## src/rtl/ssd_pkg.sv

```systemverilog
package ssd_pkg;
  localparam int ADDR_W    = 15;
  localparam int REGION_W  = 10;
  localparam int MAX_IDX_W = 10;
  localparam int MAX_UNITS = 32;

  typedef logic [ADDR_W-1:0] gaddr_t;

  function automatic gaddr_t region_base(input int unit);
    return gaddr_t'(unit) << REGION_W;
  endfunction
endpackage

```

## src/rtl/ssd_prog_bank.sv

```systemverilog
module ssd_prog_bank
  import ssd_pkg::*;
#(
  parameter int NUM_PROG = 4,
  parameter logic [NUM_PROG*ADDR_W-1:0] PROG_ADDR = '0,
  parameter logic [NUM_PROG-1:0] PROG_DEF = '0
) (
  input  logic                clk,
  input  logic                rst,
  input  logic                we,
  input  logic                wsec,
  input  logic                override,
  input  gaddr_t              addr,
  input  logic                data,
  output logic [NUM_PROG-1:0] bank
);
  logic accept;
  assign accept = we && wsec && !override;

  always_ff @(posedge clk) begin
    if (rst) begin
      bank <= PROG_DEF;
    end else if (accept) begin
      for (int k = 0; k < NUM_PROG; k++) begin
        if (addr == PROG_ADDR[k*ADDR_W +: ADDR_W]) bank[k] <= data;
      end
    end
  end
endmodule

```

## src/rtl/ssd_lookup.sv

```systemverilog
module ssd_lookup
  import ssd_pkg::*;
#(
  parameter int IDX_W    = 3,
  parameter int IDX_PW   = 3,
  parameter int UNIT     = 0,
  parameter int NUM_PROG = 4,
  parameter int NUM_FSEC = 1,
  parameter logic [NUM_PROG*ADDR_W-1:0] PROG_ADDR = '0,
  parameter logic [NUM_FSEC*ADDR_W-1:0] FSEC_ADDR = '0
) (
  input  logic                valid,
  input  logic [IDX_PW-1:0]   idx,
  input  logic                override,
  input  logic [NUM_PROG-1:0] bank,
  output logic                secure
);
  localparam gaddr_t IDX_MASK = (IDX_W == 0) ? gaddr_t'(0) : gaddr_t'((1 << IDX_W) - 1);
  localparam gaddr_t BASE     = region_base(UNIT);

  gaddr_t addr;
  logic   fixed_sec;
  logic   prog_sec;

  always_comb begin
    addr      = BASE | (gaddr_t'(idx) & IDX_MASK);
    fixed_sec = 1'b0;
    prog_sec  = 1'b0;
    for (int f = 0; f < NUM_FSEC; f++) begin
      if (addr == FSEC_ADDR[f*ADDR_W +: ADDR_W]) fixed_sec = 1'b1;
    end
    for (int k = 0; k < NUM_PROG; k++) begin
      if (addr == PROG_ADDR[k*ADDR_W +: ADDR_W]) prog_sec = bank[k];
    end
    secure = valid && !override && (fixed_sec || prog_sec);
  end
endmodule

```

## src/rtl/ssd_table.sv

```systemverilog
module ssd_table
  import ssd_pkg::*;
#(
  parameter int NUM_UNITS = 2,
  parameter int IDX_W     = 3,
  parameter int NUM_PROG  = 4,
  parameter int NUM_FSEC  = 2,
  parameter logic [NUM_PROG*15-1:0] PROG_ADDR =
    {15'h0407, 15'h0402, 15'h0005, 15'h0001},
  parameter logic [NUM_PROG-1:0] PROG_DEF = 4'b0101,
  parameter logic [NUM_FSEC*15-1:0] FSEC_ADDR = {15'h0403, 15'h0000},
  localparam int IDX_PW = (IDX_W > 0) ? IDX_W : 1
) (
  input  logic                        clk,
  input  logic                        rst,
  input  logic                        sec_override,
  input  logic                        prog_we,
  input  logic                        prog_secure,
  input  logic [14:0]                 prog_addr,
  input  logic                        prog_data,
  input  logic [NUM_UNITS-1:0]        rd_valid,
  input  logic [NUM_UNITS*IDX_PW-1:0] rd_idx,
  input  logic [NUM_UNITS-1:0]        wr_valid,
  input  logic [NUM_UNITS*IDX_PW-1:0] wr_idx,
  output logic [NUM_UNITS-1:0]        rd_secure,
  output logic [NUM_UNITS-1:0]        wr_secure
);
  localparam int ENTRIES = NUM_UNITS * (1 << IDX_W);

  function automatic bit cfg_ok();
    bit ok;
    bit has_ns;
    ok = (IDX_W >= 0) && (IDX_W <= MAX_IDX_W) && (NUM_PROG >= 1) && (NUM_PROG <= 32)
         && (NUM_UNITS >= 1) && (NUM_UNITS <= MAX_UNITS);
    for (int a = 0; a < NUM_PROG; a++) begin
      for (int b = a + 1; b < NUM_PROG; b++)
        if (PROG_ADDR[a*ADDR_W +: ADDR_W] == PROG_ADDR[b*ADDR_W +: ADDR_W]) ok = 0;
      for (int f = 0; f < NUM_FSEC; f++)
        if (PROG_ADDR[a*ADDR_W +: ADDR_W] == FSEC_ADDR[f*ADDR_W +: ADDR_W]) ok = 0;
    end
    for (int f = 0; f < NUM_FSEC; f++)
      for (int g = f + 1; g < NUM_FSEC; g++)
        if (FSEC_ADDR[f*ADDR_W +: ADDR_W] == FSEC_ADDR[g*ADDR_W +: ADDR_W]) ok = 0;
    has_ns = (ENTRIES > NUM_PROG + NUM_FSEC) || (PROG_DEF != {NUM_PROG{1'b1}});
    return ok && has_ns;
  endfunction

  localparam bit CFG_OK = cfg_ok();

  generate
    if (!CFG_OK) begin : g_bad_cfg
      $error("ssd_table: illegal security table configuration");
    end
  endgenerate

  logic [NUM_PROG-1:0] bank;

  ssd_prog_bank #(
    .NUM_PROG (NUM_PROG),
    .PROG_ADDR(PROG_ADDR),
    .PROG_DEF (PROG_DEF)
  ) u_bank (
    .clk     (clk),
    .rst     (rst),
    .we      (prog_we),
    .wsec    (prog_secure),
    .override(sec_override),
    .addr    (prog_addr),
    .data    (prog_data),
    .bank    (bank)
  );

  genvar u;
  generate
    for (u = 0; u < NUM_UNITS; u++) begin : g_unit
      ssd_lookup #(
        .IDX_W(IDX_W), .IDX_PW(IDX_PW), .UNIT(u),
        .NUM_PROG(NUM_PROG), .NUM_FSEC(NUM_FSEC),
        .PROG_ADDR(PROG_ADDR), .FSEC_ADDR(FSEC_ADDR)
      ) u_rd (
        .valid   (rd_valid[u]),
        .idx     (rd_idx[u*IDX_PW +: IDX_PW]),
        .override(sec_override),
        .bank    (bank),
        .secure  (rd_secure[u])
      );
      ssd_lookup #(
        .IDX_W(IDX_W), .IDX_PW(IDX_PW), .UNIT(u),
        .NUM_PROG(NUM_PROG), .NUM_FSEC(NUM_FSEC),
        .PROG_ADDR(PROG_ADDR), .FSEC_ADDR(FSEC_ADDR)
      ) u_wr (
        .valid   (wr_valid[u]),
        .idx     (wr_idx[u*IDX_PW +: IDX_PW]),
        .override(sec_override),
        .bank    (bank),
        .secure  (wr_secure[u])
      );
    end
  endgenerate
endmodule

```

## config.mk

```make
export PLATFORM = sky130hd
export DESIGN_NAME = ssd_table
export DESIGN_NICKNAME = d
export VERILOG_FILES = /design/src/rtl/ssd_pkg.sv /design/src/rtl/ssd_prog_bank.sv /design/src/rtl/ssd_lookup.sv /design/src/rtl/ssd_table.sv
export SDC_FILE = /design/constraint.sdc
export NUM_CORES = 1
export LEC_CHECK = 0
export ABC_AREA = 1
export BUFFER_PORTS_ARGS = -buffer_cell sky130_fd_sc_hd__buf_2
export CAP_MARGIN = 25
export CORE_MARGIN = 2
export CORE_UTILIZATION = 32
export DETAILED_ROUTE_END_ITERATION = 7
export GPL_ROUTABILITY_DRIVEN = 1
export PLACE_DENSITY = 0.75
export RECOVER_POWER = 100
export SYNTH_ARGS = -nofsm -noshare
export SYNTH_HDL_FRONTEND = slang
export SYNTH_SLANG_ARGS = --single-unit
```

## constraint.sdc

```tcl
create_clock -name clk -period 0.9 [get_ports clk]
set_clock_uncertainty 0.15 [all_clocks]
set_input_delay 0.09 -clock clk [delete_from_list [all_inputs] [get_ports clk]]
set_output_delay 0.09 -clock clk [all_outputs]
set_load 0.05 [all_outputs]
```

**Word-level counts from Yosys, hierarchy flattened**

Cells that the tools add are included.
W data, S select, Z words.

- Flip-flop bits (word level): 4
- Latch bits: 0
- Bits in writable memories: 0
- Memory bits (read-only): 0
- Input port bits: 37
- Word-level logic and storage cells: 55
- Memories: 0

- $add $sub $neg: 0
- $mul: 0
- Divide/modulo/power cells: 0
- Magnitude comparators: 0
- Equal/unequal tests: 14
- Shifts and indexed selects: 0
- Mux-type cells: 14
- Bitwise operators: 0
- Reduce and logical (&&, ||, !) cells: 23

Operators with widths:

| operator | number |
|---|---|
| $logic_not A15 Y1 | 4 |
| $eq A15 B11 Y1 const B | 2 |
| $eq A15 B1 Y1 const B | 1 |
| $eq A15 B3 Y1 const B | 1 |
| $mux W1 | 14 |
| $eq A3 B2 Y1 const B | 4 |
| $eq A3 B3 Y1 const B | 4 |
| $logic_and A1 B1 Y1 | 10 |
| $reduce_and A2 Y1 | 4 |
| $eq A3 B1 Y1 const B | 2 |
| $logic_or A1 B1 Y1 | 4 |
| $logic_not A1 Y1 | 1 |

**Depth between registers and ports, before layout**

- Depth after elaboration: 5
- Depth in mapped cells: 8

**Cells and area by module**

A second synthesis with hierarchy kept.

- Cells, all modules: 89
- Area total of the unflattened synthesis: 460.4 µm²

By module, submodules not included:

| module | instances | cells each | area an instance (µm²) |
|---|---|---|---|
| ssd_prog_bank | 1 | 57 | 312.8 |
| ssd_lookup at g_unit[1].u_rd ... | 2 | 8 | 37.5 |
| ssd_lookup at g_unit[0].u_rd ... | 2 | 8 | 36.3 |

**Least setup slack after synthesis**

Ideal clock, no wire load.

- Path type: register to output
- Start point: register u_bank.bank[1]
- End point: output rd_secure[0]
- Arrival: 804 ps
- Required time: 660 ps
- Setup slack: -144 ps
- Stages on the path, launching flop included: 4
- Path through: dfxtp_1 > nand2_1 > a211oi_1 > buf_4

- Longest elaborated chain between the ends: 3

RTL lines:

| what | RTL line | source |
|---|---|---|
| start, declared | ssd_prog_bank.sv:15 | `output logic [NUM_PROG-1:0] bank` |
| start signal, assigned by index | ssd_prog_bank.sv:25 | `if (addr == PROG_ADDR[k*ADDR_W +: ADDR_W]) bank[k] <= data;` |
| $mux W1 | ssd_lookup.sv:33 | `if (addr == PROG_ADDR[k*ADDR_W +: ADDR_W]) prog_sec = bank[k];` |
| $logic_or A1 B1 Y1 | ssd_lookup.sv:35 | `secure = valid && !override && (fixed_sec \|\| prog_sec);` |
| $logic_and A1 B1 Y1 | ssd_lookup.sv:35 |  |
| end, declared | ssd_table.sv:25 | `output logic [NUM_UNITS-1:0] rd_secure,` |

No other way between the ends.

**Worst setup path in the final report**

- Start point: register u_bank.bank[2]
- End point: output wr_secure[1]

- Longest elaborated chain between the ends: 4

RTL lines:

| what | RTL line | source |
|---|---|---|
| $mux W1 (2 in a row) | ssd_lookup.sv:33 |  |
| $logic_or A1 B1 Y1 | ssd_lookup.sv:35 |  |
| $logic_and A1 B1 Y1 | ssd_lookup.sv:35 |  |
| end, declared | ssd_table.sv:26 | `output logic [NUM_UNITS-1:0] wr_secure` |

No other way between the ends.

==> out/qor.csv <==
metric,value,unit
relative slew slack,85.9,%
setup ws final,-0.417,ns
post-synthesis simple-gate area fraction,55.2,%
largest net degree at the start of global routing,9,
"FF+latch count, synth",4,
syn_nets,116,
Chip Height,41.6,um
CP Data Required Time,0.66,ns
WS Path Type,flop to output pin,
"Reg clk slew, reported paths",0.04,ns
Total GRT Usage,16.8,%
Detail Route Antenna Nets,0,
Clock Latency Late Sink,0.23,ns
Pwr Density,733,nW/um^2
Mapped Cells,79,
Via Count,657,
Lkg Pwr,0.000387,uW
Post-Synth Adder-Cell Area,0,%
MaxCap Viol Count,0,
failing checks,"negative hold slack, negative setup slack",
DR DRC count,0,
final setup fails,4,
CTS tree,done,
max FFs per register,4,
Final #Nets,160,
Post-Route WL,1.46,mm
period utilization,146,%
port bufs,40,
combinational family with the most area after synthesis,simple AND/OR/NAND/NOR gates,
Cell variety after synth,14,
DIE WIDTH,41.6,um
Clock Tree Buf Depth,2,
clk root buf,clkbuf_4,
DP Cell Count,131,
gpl congestion,0.741,
Synth Area in Compound Gates,8.84,%
clock period minus worst slack,1.32,ns
Slew @ Worst Pin,0.210,ns
Worst setup EP type,output pin,
die footprint,1730,sq um
clock sink count,4,
"Slowest-stage cell, CP",dfxtp_4,
Max VDD drop,0.366,mV
n_diodes,0,
top flop regs,u_bank.bank x4,
initial antenna violation count,0,
xor/xnor share of the synthesized area,0,%
Detail Placement HPWL,1.02,mm
"Avg Cell Area, Syn",5.73,sq um
# rows,13,
IO Count,41,
Wirelength per Cell,10.7,um
via density per instance,4.83,
Core Area,1320,sq um
Reg2Reg Setup Slack,0.02,ns
total congestion overflow,0,
1st-iter DRT viols,5,
Hold Slack,-0.0400,ns
final core utilization,60.1,%
final cell count without fillers,136,
multiplexer area fraction after synthesis,0,%
Final Hold Fails,3,
Worst setup SP type,flop,
critical path's largest stage delay,0.36,ns
CTS HTree Levels,1,
RSZ-0062 raised after global routing,yes,
first-pass GRT wire length,2.24,mm
Synth warnings,0,
vias in the first global route,594,
Achievable Freq,759,MHz
Biggest register,u_bank.bank,
outcome,finished with violations,
Syn Std Cell Area,453,sq um
Slew Limit Fails,0,
"Max FO, Critical Path",3,
Num CTS Buffers,3,
Initial Util,34.4,%
Hold WC Path Type,input port to flop,
crit path DAT,1.08,ns
"Seq/Total Area, Yosys",17.7,%
drt pass-1 iters,3,
crit path cell chain,a21oi_2 -> a211oi_2 -> buf_6,
layout cell share with drive strength beyond 1,60.3,%
Layout area overhead,74.9,%
## logic make-up (layout without fill, tap and decap cells)
| logic type | count (synthesis) | after routing |
|---|---|---|
| flops | 4 | 4 |
| buf+inv | 18 | 60 |
| compound gates | 6 | 6 |
| simple gates | 51 | 51 |
## per-stage QoR
step | TNS, ns | setup WS (ns) | hold WS (ns) | power, uW | area (sq um)
2_1_floorplan | -0.316 | -0.0875 | 0.0835 | 261 | 478
3_3_place_gp | -1.22 | -0.172 | 0.188 | 343 | 667
3_5_place_dp | -1.41 | -0.217 | 0.191 | 349 | 667
4_1_cts | -1.50 | -0.384 | -0.0497 | 582 | 748
5_1_grt | -1.83 | -0.460 | -0.0252 | 620 | 792
6_report | -1.50 | -0.417 | -0.0400 | 581 | 792
## metal layers
layer	track usage (%)	vias up	share of wire [%]
li1	-	336	-
met1	15.7	290	34
met2	33.8	27	60
met3	2.17	4	4.8
met4	9.68	0	1.7
met5	0	-	0
## path summary, 6_finish.rpt
kind                                      from        endpoint  depth (start not counted)
worst max-delay path            u_bank.bank[2]    wr_secure[1]                          3
worst min-delay path                       rst  u_bank.bank[2]                          3
worst min register to register  u_bank.bank[0]  u_bank.bank[0]                          2
worst max register to register  u_bank.bank[3]  u_bank.bank[3]                          5
## cell type report
class | count | area (sq um)
well taps | 15 | 18.8
repair buffers | 43 | 251
inverters | 14 | 52.6
flip-flops and latches | 4 | 88.8
multi-input cells | 57 | 358
clock buffers | 3 | 22.5
fillers | 120 | 526
## power by group
part	internal, uW	switching, uW
registers	172	0.00163
clock network	149	69.3
logic	91.7	98.6
## placed cells by master (no fill, tap or decap), drive strengths merged
cell	count
buf	43
nand2	18
nor2	17
inv	14
nand3	9
a211oi	4
nand4	4
dfxtp	4
clkbuf	3
nor3b	2
a21oi	2
or2	1
## cells in the mapped netlist
cell / n / area share [%]
a21oi_1: 2 / 2.2
inv_1: 13 / 11
buf_4: 4 / 6.6
nand3_2: 1 / 2.2
inv_2: 1 / 0.83
or2_2: 1 / 1.4
nor2_4: 3 / 7.5
dfxtp_1: 4 / 18
nand3_1: 8 / 8.8
nand2_1: 18 / 15
nand4_1: 4 / 5.5
nor2_1: 14 / 12
nor3b_1: 2 / 3.3
a211oi_1: 4 / 6.6
## critical path, delay by kind of cell (launching register included)
kind / cells / cell delay, ns
compound gates: 2 / 0.29
buf+inv: 1 / 0.19
flops: 1 / 0.36
## what timing repair did
action | in CTS | in global routing
pin swaps | 2 | 9
gates resized for setup | 13 | 14
endpoints found under the hold margin | 4 | 3
buffers inserted | 2 | 0
endpoints found under the setup margin | 4 | 7
Power figures use the tool's default switching activity.
